### config.mk
export PLATFORM = sky130hd
export DESIGN_NAME = irq_edge_ctrl
export DESIGN_NICKNAME = d
export VERILOG_FILES = /design/src/rtl/irq_edge_pkg.sv /design/src/rtl/irq_edge_decode.sv /design/src/rtl/irq_edge_datapath.sv /design/src/rtl/irq_edge_ctrl.sv
export SDC_FILE = /design/constraint.sdc
export NUM_CORES = 1
export LEC_CHECK = 0
export BUFFER_PORTS_ARGS = -buffer_cell sky130_fd_sc_hd__clkbuf_2
export CORE_ASPECT_RATIO = 1.4
export CORE_MARGIN = 5
export CORE_UTILIZATION = 40
export DETAILED_ROUTE_END_ITERATION = 10
export HOLD_SLACK_MARGIN = 0.08
export SYNTH_ARGS = -nofsm -noshare
export SYNTH_HDL_FRONTEND = slang
export SYNTH_SLANG_ARGS = --single-unit
### constraint.sdc
create_clock -name clk -period 2.84 [get_ports clk]
set_input_delay 0.284 -clock clk [delete_from_list [all_inputs] [get_ports clk]]
set_output_delay 0.284 -clock clk [all_outputs]
set_load 0.005 [all_outputs]
### src/rtl/irq_edge_pkg.sv
package irq_edge_pkg;
  localparam int NumPins = 4;
  localparam int AddrW = 16;
  localparam int DataW = 8;
  localparam int NumRegs = 8;
  localparam logic [AddrW-1:0] RegBase = 16'hFFF2;

  // register order matters: it is the address order from RegBase
  typedef enum logic [2:0] {
    SelEdge1 = 3'd0,
    SelEdge2 = 3'd1,
    SelEn1   = 3'd2,
    SelEn2   = 3'd3,
    SelEn3   = 3'd4,
    SelReq1  = 3'd5,
    SelReq2  = 3'd6,
    SelReq3  = 3'd7
  } regSel_e;

  typedef struct packed {
    logic    wrEdge1;
    logic    wrEdge2;
    logic    wrEn1;
    logic    wrEn2;
    logic    wrEn3;
    logic    wrReq1;
    logic    rdHit;
    regSel_e rdSel;
  } ctrlStrobes_t;
endpackage

### src/rtl/irq_edge_decode.sv
module irq_edge_decode
  import irq_edge_pkg::*;
#(
  parameter int AW = AddrW,
  parameter logic [AW-1:0] Base = RegBase,
  parameter int Regs = NumRegs
) (
  input  logic [AW-1:0] busAddr,
  input  logic          busWrEn,
  output ctrlStrobes_t  strobes
);
  localparam int SelW = $clog2(Regs);

  logic [AW-1:0] offset;
  logic          inRange;
  regSel_e       sel;

  always_comb begin
    offset  = busAddr - Base;
    inRange = (busAddr >= Base) && (offset < AW'(Regs));
    sel     = regSel_e'(offset[SelW-1:0]);
  end

  always_comb begin
    strobes         = '0;
    strobes.rdHit   = inRange;
    strobes.rdSel   = sel;
    if (inRange && busWrEn) begin
      unique case (sel)
        SelEdge1: strobes.wrEdge1 = 1'b1;
        SelEdge2: strobes.wrEdge2 = 1'b1;
        SelEn1:   strobes.wrEn1   = 1'b1;
        SelEn2:   strobes.wrEn2   = 1'b1;
        SelEn3:   strobes.wrEn3   = 1'b1;
        SelReq1:  strobes.wrReq1  = 1'b1;
        default:  ;
      endcase
    end
  end
endmodule

### src/rtl/irq_edge_datapath.sv
module irq_edge_datapath
  import irq_edge_pkg::*;
#(
  parameter int Pins = NumPins,
  parameter int DW = DataW
) (
  input  logic            clk,
  input  logic            rstN,
  input  logic [Pins-1:0] irqPin,
  input  ctrlStrobes_t    strobes,
  input  logic [DW-1:0]   busWrData,
  output logic [DW-1:0]   busRdData,
  output logic [Pins-1:0] flagVec,
  output logic [Pins-1:0] enLow,
  output logic            irqOut
);
  localparam logic [DW-1:0] PinMask    = DW'((1 << Pins) - 1);
  localparam logic [DW-1:0] Edge1Fixed = DW'(8'h70);
  localparam logic [DW-1:0] En1Reset   = DW'(8'h10);
  localparam logic [DW-1:0] Req1Reset  = DW'(8'h10);

  logic [Pins-1:0] syncA, syncB, syncPrev, edgeHit;
  logic [Pins-1:0] edgeSel;
  logic [DW-1:0]   edge2Reg, en1Reg, en2Reg, en3Reg, req1Reg;

  for (genvar p = 0; p < Pins; p++) begin : g_pin
    always_ff @(posedge clk or negedge rstN) begin
      if (!rstN) begin
        syncA[p]    <= 1'b0;
        syncB[p]    <= 1'b0;
        syncPrev[p] <= 1'b0;
      end else begin
        syncA[p]    <= irqPin[p];
        syncB[p]    <= syncA[p];
        syncPrev[p] <= syncB[p];
      end
    end
    // only real transitions of the synchronized pin count
    assign edgeHit[p] = edgeSel[p] ? (syncB[p] & ~syncPrev[p])
                                   : (~syncB[p] & syncPrev[p]);
  end

  always_ff @(posedge clk or negedge rstN) begin
    if (!rstN) begin
      edgeSel  <= '0;
      edge2Reg <= '0;
      en1Reg   <= En1Reset;
      en2Reg   <= '0;
      en3Reg   <= '0;
    end else begin
      if (strobes.wrEdge1) edgeSel  <= busWrData[Pins-1:0];
      if (strobes.wrEdge2) edge2Reg <= busWrData;
      if (strobes.wrEn1)   en1Reg   <= busWrData;
      if (strobes.wrEn2)   en2Reg   <= busWrData;
      if (strobes.wrEn3)   en3Reg   <= busWrData;
    end
  end

  logic [DW-1:0] clrMask, setMask;
  always_comb begin
    clrMask = strobes.wrReq1 ? ~busWrData : '0;
    setMask = DW'(edgeHit) & PinMask;
  end

  // a set in the same cycle overrides a clear
  always_ff @(posedge clk or negedge rstN) begin
    if (!rstN) req1Reg <= Req1Reset;
    else       req1Reg <= (req1Reg & ~clrMask) | setMask;
  end

  always_comb begin
    flagVec = req1Reg[Pins-1:0];
    enLow   = en1Reg[Pins-1:0];
    irqOut  = |(flagVec & enLow);
  end

  always_comb begin
    busRdData = '0;
    if (strobes.rdHit) begin
      unique case (strobes.rdSel)
        SelEdge1: busRdData = (Edge1Fixed & ~PinMask) | DW'(edgeSel);
        SelEdge2: busRdData = edge2Reg;
        SelEn1:   busRdData = en1Reg;
        SelEn2:   busRdData = en2Reg;
        SelEn3:   busRdData = en3Reg;
        SelReq1:  busRdData = req1Reg;
        default:  busRdData = '0;
      endcase
    end
  end
endmodule

### src/rtl/irq_edge_ctrl.sv
module irq_edge_ctrl
  import irq_edge_pkg::*;
(
  input  logic        clk,
  input  logic        rstN,
  input  logic [3:0]  irqPin,
  input  logic [15:0] busAddr,
  input  logic        busWrEn,
  input  logic [7:0]  busWrData,
  output logic [7:0]  busRdData,
  output logic        irqOut
);
  ctrlStrobes_t         strobes;
  logic [NumPins-1:0]   flagVec;
  logic [NumPins-1:0]   enLow;

  irq_edge_decode #(.AW(AddrW), .Base(RegBase), .Regs(NumRegs)) u_decode (
    .busAddr (busAddr),
    .busWrEn (busWrEn),
    .strobes (strobes)
  );

  irq_edge_datapath #(.Pins(NumPins), .DW(DataW)) u_datapath (
    .clk       (clk),
    .rstN      (rstN),
    .irqPin    (irqPin),
    .strobes   (strobes),
    .busWrData (busWrData),
    .busRdData (busRdData),
    .flagVec   (flagVec),
    .enLow     (enLow),
    .irqOut    (irqOut)
  );
endmodule

==> flow_summary.json <==
{
  "synth_xor_area_share_pct": 0,
  "slew_headroom_pct": 62.22,
  "cts_root_buf": "clkbuf_8",
  "synth-adder-area-share_pct": 0.4755,
  "cp.arrival_ns": 2.20,
  "fin_crit_ns": 2.484,
  "setup_viol": 0,
  "path_cells": "clkbuf_2, inv_1, ha_1, or2_1, o21ai_2, nand3_1, a211oi_1, clkbuf_2",
  "power_frac_seq_pct": 58.7,
  "grt_pass1_wl_mm": 9.777,
  "async_flop_share_pct": 100.0,
  "yosys.area_share.simple_pct": 13.08,
  "path_buf_inv": 3,
  "rows": 35,
  "vias_per_cell": 5.472,
  "p_leak_nw": 1.506,
  "synth_warnings": 0,
  "cts_tree": "built",
  "core_um2": 6481,
  "cts.path.max_buffers": 2,
  "io_buffers": 39,
  "htree_levels": 2,
  "postSynthAreaPerCell_um2": 12.65,
  "syn_nets": 240,
  "ant_nets": 0,
  "crit_path_max_incr_delay_ns": 0.40,
  "io_pins": 40,
  "die_h_um": 106.0,
  "dr.pass1.iters": 4,
  "yosysSeqAreaShare_pct": 53.35,
  "cp-end-kind": "primary output",
  "max-vdd-ir-drop_v": 0.0003047,
  "swShare_pct": 24.99,
  "drt-initial-drc-count": 77,
  "grt_antenna_before_repair": 0,
  "synth.most_common_cell": "dfrtp_1",
  "grt_pass1_vias": 1949,
  "syn_inst": 208,
  "synth_mux_area_share_pct": 19.40,
  "combPwrFrac_pct": 9.2,
  "synth_area_um2": 2631,
  "synthTopCellsByArea": "dfrtp_1 51%, mux2_2 17%, nor4b_4 4.5%",
  "worstSetupStartpointType": "input pin",
  "postCtsHoldBufs": 5,
  "synth_compound_area_share_pct": 11.94,
  "seq_area_um2": 1404,
  "power.switching_uw": 344.7,
  "cts.sinks": 56,
  "post_cts_buffers": 0,
  "drc": 0,
  "slew_violations": 0,
  "worst_ep_required_time_ns": 2.56,
  "worstPathMaxFanout": 8,
  "grt_max_degree": 25,
  "ctsResizeCount": 0,
  "num_antenna_cells": 0,
  "tightest_slew_ns": 0.5667,
  "dieArea_um2": 8323,
  "synthToLayoutAreaGrowth_pct": 18.02,
  "post-route-period-util_pct": 87.46,
  "setup.worst_path.class": "in -> out",
  "multi_input_area_um2": 1181,
  "wl_per_cell_um": 17.32,
  "nFillCells": 621,
  "clkTransAtPathRegs_ns": 0.11,
  "gp_congestion": 0.7802,
  "drive_above_1_share_pct": 41.06,
  "yosys.area.top_type": "dfrtp_1",
  "nets": 294,
  "max-cap-violations": 0,
  "num_vias": 1844,
  "synth_top_area_share_pct": 51.36,
  "status": "completed",
  "max_clock_freq_ghz": 0.4026,
  "grt_overflow": 0,
  "detailed_place_hpwl_mm": 4.270,
  "cts_buffers": 5,
  "fin_worst_skew_ns": 0.01007,
  "routed_wl_mm": 5.837,
  "power_frac_clock_pct": 32.0,
  "clk_latency_ns": 0.32,
  "synth_commonest_cells": "54 x dfrtp_1, 40 x mux2_2, 16 x nor2_1",
  "die_w_um": 78.55,
  "finalWorstSetupSlack_ns": 0.3560,
  "synth_cell_type_count": 35,
  "grtUsageTotal_pct": 15.19,
  "hold_viol": 0,
  "intPower_mw": 1.034,
  "cp_slowest_cell": "a211oi_1",
  "cp_top_family": "compound AO/OA/AOI/OAI gates",
  "rsz0062_at_grt": "false",
  "synth_top_family_by_area": "multiplexers",
  "dp_slack_ns": 0.2743,
  "hold_path.class": "in -> reg",
  "ys_ff_latch": 56,
  "power.density_nw_per_um2": 444.1,
  "ys.flop_type": "dfrtp_1",
  "initial_core_util_pct": 40.60,
  "synth_edf_count": 0,
  "crit_path_frequent_cell": "clkbuf_2",
  "finalSetupTns_ns": 0
}
==> cells by family after synthesis <==
family                   after synthesis
flip-flops                            56
AND/OR/NAND/NOR                       50
multiplexers                          46
AO/OA/AOI/OAI                         44
buffers and inverters                 11
adder cells (fa/ha/maj)                1
==> per-layer routing <==
layer,part of all wire (%),up-vias,GRT usage (%)
met2,50,35,25.15
li1,-,875,-
met1,44,925,19.03
met5,0,-,0
met3,4.6,9,3.390
met4,2.0,0,6.250
==> layout by cell type, fill, tap and decap left out, types with 2 or more instances in the layout <==
cell           netlist  layout
a211oi_1             4       4
a21o_1               5       5
a21oi_1             12      12
a221o_1              4       4
a221oi_1             4       4
a22o_1               2       2
a22oi_1              3       3
and4_1               2       2
buf_4                0      11
clkbuf_2             0      39
clkbuf_8             0       5
dfrtp_1             54      54
dfstp_2              2       2
dlygate4sd3_1        0       5
inv_1                3       3
mux2_2              40      40
mux2i_1              6       6
nand2_1             11      11
nand3_1              6       6
nor2_1              16      16
nor4b_4              5       5
o21a_1               4       4
o21ai_0              3       3
==> worst register-to-register path, stage by stage, from the launching register on <==
cell and delay, ns:
dfrtp_1 0.42, nor2_1 0.07, a221o_1 0.35, a21o_1 0.16
==> metrics by stage <==
stage	utilization [%]	total power [mW]	cells	cell area, um^2	hold WS, ns
global placement	45.77	0.9484	324	2967	0.3030
CTS	47.92	1.393	337	3105	0.2309
finish	47.92	1.379	337	3105	0.2282
floorplan	-	0.8872	208	2631	-0.01159
global route	47.92	1.440	337	3105	0.2406
detailed placement	45.77	0.9499	324	2967	0.3170
==> final timing paths <==
check | cells past startpoint | start | to | slack, ns
worst min register to register | 0 | u_datapath.syncA[2] | u_datapath.syncB[2] | 0.35
worst max register to register | 3 | u_datapath.edgeSel[3] | u_datapath.req1Reg[3] | 1.76
worst max-delay path | 8 | busAddr[1] | busRdData[3] | 0.36
max in group asynchronous | 3 | rstN | u_datapath.req1Reg[2] | 1.66
min in group asynchronous | 2 | rstN | u_datapath.edge2Reg[4] | 0.49
worst min-delay path | 2 | busWrData[6] | u_datapath.req1Reg[6] | 0.23
==> layout make-up <==
cell class	instances	share of cell area [%]
tap	74	2.981
multi-input combinational	141	38.03
sequential	56	45.21
clock buffer	6	2.337
inverter	3	0.3626
timing repair buffer	55	10.56
clock inverter	2	0.5238
==> flip-flops by register name, summed over array words and instances (netlist names) <==
register             count
u_datapath.edge2Reg      8
u_datapath.edgeSel       4
u_datapath.en1Reg        8
u_datapath.en2Reg        8
u_datapath.en3Reg        8
u_datapath.req1Reg       8
u_datapath.syncA         4
u_datapath.syncB         4
u_datapath.syncPrev      4
==> power by group through the flow <==
| stage | combinational (mW) | clock [mW] | sequential, mW |
|---|---|---|---|
| finish | 0.127 | 0.442 | 0.810 |
| global route | 0.144 | 0.485 | 0.812 |
| CTS | 0.130 | 0.453 | 0.810 |
| detailed placement | 0.124 | 0 | 0.826 |
| global placement | 0.123 | 0 | 0.825 |
| floorplan | 0.0624 | 0 | 0.825 |
Power figures use the tool's default switching activity.
